File: src/rtl/lcd_tg_pkg.sv
package lcd_tg_pkg;

   typedef enum logic [1:0] {
      PH_SYNC   = 2'd0,
      PH_BACK   = 2'd1,
      PH_ACTIVE = 2'd2,
      PH_FRONT  = 2'd3
   } tg_phase_e;

   function automatic tg_phase_e tg_next_phase(input tg_phase_e cur);
      tg_phase_e nxt;
      case (cur)
         PH_SYNC:   nxt = PH_BACK;
         PH_BACK:   nxt = PH_ACTIVE;
         PH_ACTIVE: nxt = PH_FRONT;
         default:   nxt = PH_SYNC;
      endcase
      return nxt;
   endfunction

endpackage

File: src/rtl/tg_pix_div.sv
module tg_pix_div #(
   parameter int DIV_W = 8
) (
   input  logic             clk,
   input  logic             rst_n,
   input  logic             div_en,
   input  logic [DIV_W-1:0] div_m1,
   output logic             pix_ce
);

   logic [DIV_W-1:0] cnt_q;
   logic             hit;

   assign hit    = (cnt_q == div_m1);
   assign pix_ce = ~div_en | hit;

   always_ff @(posedge clk or negedge rst_n) begin
      if (!rst_n) begin
         cnt_q <= '0;
      end else if (pix_ce) begin
         cnt_q <= '0;
      end else begin
         cnt_q <= cnt_q + DIV_W'(1);
      end
   end

endmodule

File: src/rtl/tg_axis_counter.sv
module tg_axis_counter
   import lcd_tg_pkg::*;
#(
   parameter int FIELD_W = 8,
   parameter int SIZE_W  = 11,
   parameter int POS_W   = 13
) (
   input  logic               clk,
   input  logic               rst_n,
   input  logic               step,
   input  logic [FIELD_W-1:0] sync_m1,
   input  logic [FIELD_W-1:0] back_m1,
   input  logic [SIZE_W-1:0]  act_m1,
   input  logic [FIELD_W-1:0] front_m1,
   output logic               in_sync,
   output logic               in_active,
   output logic               wrap,
   output logic [POS_W-1:0]   pos
);

   localparam int CW = (FIELD_W > SIZE_W) ? FIELD_W : SIZE_W;

   tg_phase_e         phase_q;
   logic [CW-1:0]     cnt_q;
   logic [CW-1:0]     seg_last;
   logic              seg_done;
   logic [POS_W-1:0]  pos_q;

   always_comb begin
      seg_last = CW'(front_m1);
      case (phase_q)
         PH_SYNC:   seg_last = CW'(sync_m1);
         PH_BACK:   seg_last = CW'(back_m1);
         PH_ACTIVE: seg_last = CW'(act_m1);
         default:   seg_last = CW'(front_m1);
      endcase
   end

   assign seg_done  = (cnt_q == seg_last);
   assign wrap      = step && seg_done && (phase_q == PH_FRONT);
   assign in_sync   = (phase_q == PH_SYNC);
   assign in_active = (phase_q == PH_ACTIVE);
   assign pos       = pos_q;

   always_ff @(posedge clk or negedge rst_n) begin
      if (!rst_n) begin
         phase_q <= PH_SYNC;
         cnt_q   <= '0;
         pos_q   <= '0;
      end else if (step) begin
         if (seg_done) begin
            cnt_q   <= '0;
            phase_q <= tg_next_phase(phase_q);
         end else begin
            cnt_q   <= cnt_q + CW'(1);
         end
         pos_q <= wrap ? '0 : pos_q + POS_W'(1);
      end
   end

endmodule

File: src/rtl/tg_frame_irq.sv
module tg_frame_irq (
   input  logic clk,
   input  logic rst_n,
   input  logic frame_start,
   input  logic irq_en,
   input  logic irq_clr,
   output logic status
);

   logic status_q;
   logic set_now;

   assign set_now = frame_start & irq_en;
   assign status  = status_q;

   always_ff @(posedge clk or negedge rst_n) begin
      if (!rst_n) begin
         status_q <= 1'b0;
      end else if (set_now) begin
         status_q <= 1'b1;
      end else if (irq_clr) begin
         status_q <= 1'b0;
      end
   end

endmodule

File: src/rtl/lcd_timing_gen.sv
module lcd_timing_gen
   import lcd_tg_pkg::*;
#(
   parameter int FIELD_W = 8,
   parameter int SIZE_W  = 11,
   parameter int DIV_W   = 8,
   localparam int POS_W  = ((FIELD_W > SIZE_W) ? FIELD_W : SIZE_W) + 2
) (
   input  logic               clk,
   input  logic               rst_n,
   input  logic [FIELD_W-1:0] cfg_hsw_m1,
   input  logic [FIELD_W-1:0] cfg_hbp_m1,
   input  logic [FIELD_W-1:0] cfg_hfp_m1,
   input  logic [SIZE_W-1:0]  cfg_width_m1,
   input  logic [FIELD_W-1:0] cfg_vsw_m1,
   input  logic [FIELD_W-1:0] cfg_vbp_m1,
   input  logic [FIELD_W-1:0] cfg_vfp_m1,
   input  logic [SIZE_W-1:0]  cfg_height_m1,
   input  logic [DIV_W-1:0]   cfg_div_m1,
   input  logic               cfg_div_en,
   input  logic               cfg_hs_pol,
   input  logic               cfg_vs_pol,
   input  logic               irq_en,
   input  logic               irq_clr,
   output logic               pix_ce,
   output logic               hsync,
   output logic               vsync,
   output logic               de,
   output logic [POS_W-1:0]   h_pos,
   output logic [POS_W-1:0]   v_pos,
   output logic               irq_pending
);

   localparam int N_AXES = 2;

   initial begin
      assert (FIELD_W >= 1) else $error("FIELD_W must be at least 1");
      assert (SIZE_W >= 1)  else $error("SIZE_W must be at least 1");
      assert (DIV_W >= 1 && DIV_W <= 16) else $error("DIV_W out of range");
   end

   logic ce;
   logic h_sync_seg, h_act_seg, h_wrap;
   logic v_sync_seg, v_act_seg, v_wrap;
   logic v_step;

   tg_pix_div #(.DIV_W(DIV_W)) u_div (
      .clk    (clk),
      .rst_n  (rst_n),
      .div_en (cfg_div_en),
      .div_m1 (cfg_div_m1),
      .pix_ce (ce)
   );

   tg_axis_counter #(.FIELD_W(FIELD_W), .SIZE_W(SIZE_W), .POS_W(POS_W)) u_haxis (
      .clk       (clk),
      .rst_n     (rst_n),
      .step      (ce),
      .sync_m1   (cfg_hsw_m1),
      .back_m1   (cfg_hbp_m1),
      .act_m1    (cfg_width_m1),
      .front_m1  (cfg_hfp_m1),
      .in_sync   (h_sync_seg),
      .in_active (h_act_seg),
      .wrap      (h_wrap),
      .pos       (h_pos)
   );

   assign v_step = ce & h_wrap;

   tg_axis_counter #(.FIELD_W(FIELD_W), .SIZE_W(SIZE_W), .POS_W(POS_W)) u_vaxis (
      .clk       (clk),
      .rst_n     (rst_n),
      .step      (v_step),
      .sync_m1   (cfg_vsw_m1),
      .back_m1   (cfg_vbp_m1),
      .act_m1    (cfg_height_m1),
      .front_m1  (cfg_vfp_m1),
      .in_sync   (v_sync_seg),
      .in_active (v_act_seg),
      .wrap      (v_wrap),
      .pos       (v_pos)
   );

   tg_frame_irq u_irq (
      .clk         (clk),
      .rst_n       (rst_n),
      .frame_start (v_wrap),
      .irq_en      (irq_en),
      .irq_clr     (irq_clr),
      .status      (irq_pending)
   );

   logic [N_AXES-1:0] sync_seg;
   logic [N_AXES-1:0] sync_inv;
   logic [N_AXES-1:0] sync_out;

   assign sync_seg = {v_sync_seg, h_sync_seg};
   assign sync_inv = {cfg_vs_pol, cfg_hs_pol};

   for (genvar g = 0; g < N_AXES; g++) begin : g_pol
      assign sync_out[g] = sync_seg[g] ^ sync_inv[g];
   end

   assign hsync  = sync_out[0];
   assign vsync  = sync_out[1];
   assign de     = h_act_seg & v_act_seg;
   assign pix_ce = ce;

endmodule

File: config.mk
export PLATFORM = sky130hd
export DESIGN_NAME = lcd_timing_gen
export DESIGN_NICKNAME = d
export VERILOG_FILES = /design/src/rtl/lcd_tg_pkg.sv /design/src/rtl/tg_pix_div.sv /design/src/rtl/tg_axis_counter.sv /design/src/rtl/tg_frame_irq.sv /design/src/rtl/lcd_timing_gen.sv
export SDC_FILE = /design/constraint.sdc
export NUM_CORES = 1
export LEC_CHECK = 0
export BUFFER_PORTS_ARGS = -buffer_cell sky130_fd_sc_hd__clkbuf_2
export CORE_MARGIN = 2
export CORE_UTILIZATION = 36
export CTS_BUF_LIST = sky130_fd_sc_hd__clkbuf_4
export DETAILED_ROUTE_END_ITERATION = 16
export PLACE_DENSITY = 0.57
export RECOVER_POWER = 100
export SETUP_SLACK_MARGIN = 0.05
export SLEW_MARGIN = 20
export SYNTH_ARGS = -nofsm -noshare
export SYNTH_HDL_FRONTEND = slang
export SYNTH_SLANG_ARGS = --single-unit
export TNS_END_PERCENT = 100
File: constraint.sdc
create_clock -name clk -period 3.19 [get_ports clk]
set_clock_uncertainty 0.05 [all_clocks]
set_input_delay 0.319 -clock clk [delete_from_list [all_inputs] [get_ports clk]]
set_output_delay 0.319 -clock clk [all_outputs]
set_load 0.02 [all_outputs]
==> impl_results.md <==
* Buffers on Ports at 115
* Beginning of the worst register-to-register path: u_haxis.phase_q[0]
* Register bit count reported by yosys at 61
* Floorplan core area at 10800 um2
* Via total after detailed routing at 3640
* Count of buffering cells on the critical path with inverters included at 2
* Number of antenna violations at the first check in global routing at 0
* Hold violation count in the final report at 0
* Crit path depth at 10
* Commonest non-fill, non-tap cell in the layout: sky130_fd_sc_hd__clkbuf_2
* Kind of launch point of the worst setup path: register
* Cells traversed along the worst timing path: inv_1, ha_2, a222oi_1, a21oi_1, xnor2_1, nand4_1, or4_1, buf_4, a22oi_1, o31ai_1
* Diodes inserted at 0
* Violations in the final reports: capacitance limit, slew limit
* CP endpoint kind: register
* Die outline width at 110 um
* Iteration-0 DRC count of the detailed router at 271
* Synthesized instance count at 439
* Worst-case hold path end point: u_irq.status
* Setup slack of the most critical reg-to-reg path at 240 ps
* Congestion Overflow GR at 0
* Synthesized cell area at 4010 um2
* Number of sinks handled by clock tree synthesis at 61
* Synth warnings at 0
* Initial Utilization at 0.370
* Arrival time of the worst setup path at 3160 ps
* Final #Nets at 653
* Count of endpoints failing setup in the final report at 0
* Avg Inst Size Synth at 9.13 um2
* Critical Path RT at 3400 ps
* Biggest fanout along the worst timing path at 14
* Half-perimeter wire length of the detailed placement result at 7510 um
* Headroom to the max-slew limit at -0.00832
* Final Wtd Congestion at 0.834
* Global-route wire length before repair at 16200 um
* I/O pin total at 116
* Syn nets at 539
* Worst R2R End: u_vaxis.cnt_q[4]
* Antenna-violating nets left at 0
* VDD IR-drop max at 0.212 mV
* Skew-Pair Late Insertion Delay at 400 ps
* Detailed-route DRC error count at 0
* Row cnt at 38
* Via count of the first global-routing pass at 3436
* Worst Min Path Start: irq_en
* Setup repair after global routing missed its margin: false
* TritonCTS clock tree: yes
* Via count normalized by instance count at 5.21
* Wire length per cell after detailed routing at 14.3 um
* Die footprint at 12000 um2
* Total length of routed wires at 10000 um
* Aggregate global-route resource usage at 0.170
* Outcome: finished, violations left
* Number of distinct library cells after synthesis at 48
* Period utilisation layout at 0.924
* Number of buffers inserted by hold repair at cts at 0
* CTS H-Tree Depth at 3
* Buffer type at the clock tree root: sky130_fd_sc_hd__clkbuf_4
* Hold WC Path Type: in2reg
* Total power per unit cell area at 464 nW/um2
* Fin. max-slew vios at 62
* Clock transition time at the flip-flop clock pins of the worst setup and hold paths at 110 ps
* Share of cells above drive strength 1 at 0.210
* Crit path largest cell delay at 580 ps
* Final critical path time including I/O delays and setup at 2950 ps
* Number of cells traversed by the worst hold path at 2
* Standard cell with the maximum stage delay on the critical path: sky130_fd_sc_hd__or4_1
* Top achievable clock speed at 339 MHz
* Crit-path leading delay family: compound AO/OA/AOI/OAI gates
* Part of the Yosys area used for sequential elements at 0.381
* Number of CTS-inserted buffers at 9
* Pre-antenna DRT Iters at 7
* Final core occ at 0.445
* Die height at 110 um
* Maximum number of pins on one net before global-route repair at 62
* Leak pwr at 2.18 nW
* Depth of the worst register-to-register path at 10
* Worst slew pin tran at 1510 ps
* Critical path type: reg2reg
* TNS Setup at 0 ps
* Maximum clock insertion buffer count at 2
* Max-cap viol count at 1
* Syn-to-layout area delta at 20.4%
* Most frequent cells in the layout: sky130_fd_sc_hd__clkbuf_2 (87), sky130_fd_sc_hd__dfrtp_1 (61), sky130_fd_sc_hd__nand2_1 (34)
-- per-stage QoR --
stage / area [um2] / setup WS (ps) / hold WS (ps) / instances / total power, mW
after floorplan: 4010 / 426 / -26.6 / 439 / 1.49
final: 4830 / 243 / 108 / 698 / 2.24
after global routing: 4830 / 49.1 / 72.1 / 698 / 2.41
after detailed placement: 4720 / 207 / 470 / 681 / 1.74
after CTS: 4860 / 167 / 41.6 / 697 / 2.28
after global placement: 4720 / 324 / 442 / 681 / 1.72
-- worst max path at each step --
stage | from | endpoint | slack (ps)
4_1_cts | u_haxis.phase_q[0] | u_vaxis.cnt_q[4] | 170
3_3_place_gp | u_haxis.phase_q[0] | u_vaxis.phase_q[1] | 320
3_5_place_dp | u_haxis.phase_q[0] | u_vaxis.pos[10] | 210
5_1_grt | u_haxis.phase_q[0] | u_vaxis.cnt_q[9] | 50
6_report | u_haxis.phase_q[0] | u_vaxis.cnt_q[4] | 240
2_1_floorplan | u_haxis.phase_q[0] | u_vaxis.phase_q[1] | 430
-- metal layers --
layer	track usage	vias up	share of wire
li1	-	1819	-
met5	0	-	0
met3	0.0415	10	0.052
met1	0.214	1706	0.45
met4	0.0344	0	0.0071
met2	0.295	105	0.49
-- Yosys cell counts, drive strengths merged --
master   instances  area (um2)
a21o             1        7.51
a21oi           10        50.1
a222oi          15         150
a22o             4        35.0
a22oi           18         135
a31o             2        17.5
a31oi            1        6.26
and2            18         113
and3            15        93.8
and4             4        35.0
buf              8        45.0
clkbuf          13        50.0
dfrtp           61        1530
ha              15         188
inv             16        60.1
mux2             2        22.5
mux2i           10         100
nand2           34         128
nand2b           2        12.5
nand3           30         150
nand3b           3        22.5
nand4            7        43.8
nand4b           3        26.3
nor2            30         115
nor2b           14        87.6
nor3             4        20.0
nor3b            1        7.51
nor4             2        18.8
nor4bb           2        20.0
o211ai           3        22.5
o21a             1        7.51
o21ai           17        85.1
o2bb2ai          1        8.76
o31ai           14         105
o32ai            1        8.76
or2              1        6.26
or3              5        31.3
or4              1        7.51
xnor2           22         193
xor2            28         245
-- cells by family after synthesis --
logic type,after synthesis,share of synthesized area
flip-flops,61,0.381
AO/OA/AOI/OAI,88,0.160
multiplexers,12,0.0306
buffers and inverters,37,0.0387
AND/OR/NAND/NOR,176,0.234
XOR/XNOR,50,0.109
adder cells (fa/ha/maj),15,0.0468
-- report_power, final --
| group | switching, mW | internal (mW) | leakage [nW] |
|---|---|---|---|
| Clock | 0.277 | 0.252 | 0.0743 |
| Sequential | 0.157 | 0.873 | 0.793 |
| Combinational | 0.377 | 0.305 | 1.31 |
| Total | 0.811 | 1.43 | 2.18 |
-- state kept, by name, indices dropped and copies added (netlist names) --
signal,flops
u_div.cnt_q,8
u_haxis.cnt_q,11
u_haxis.phase_q,2
u_haxis.pos,13
u_irq.status,1
u_vaxis.cnt_q,11
u_vaxis.phase_q,2
u_vaxis.pos,13
-- layout make-up --
type	instances	area, um2
Sequential cell	61	1530
Tap cell	140	175
Multi-Input combinational cell	341	2340
Timing Repair Buffer	124	591
Clock buffer	11	82.6
Clock inverter	5	51.3
Inverter	16	60.1
Fill cell	1108	6010
-- repair_timing --
| action | 4_1_cts | 5_1_grt |
|---|---|---|
| buffers inserted | 0 | 1 |
| gates resized for setup | 0 | 4 |
| endpoints found under the hold margin | 0 | 0 |
| endpoints found under the setup margin | 0 | 19 |
(Power assumes the default switching activity.)
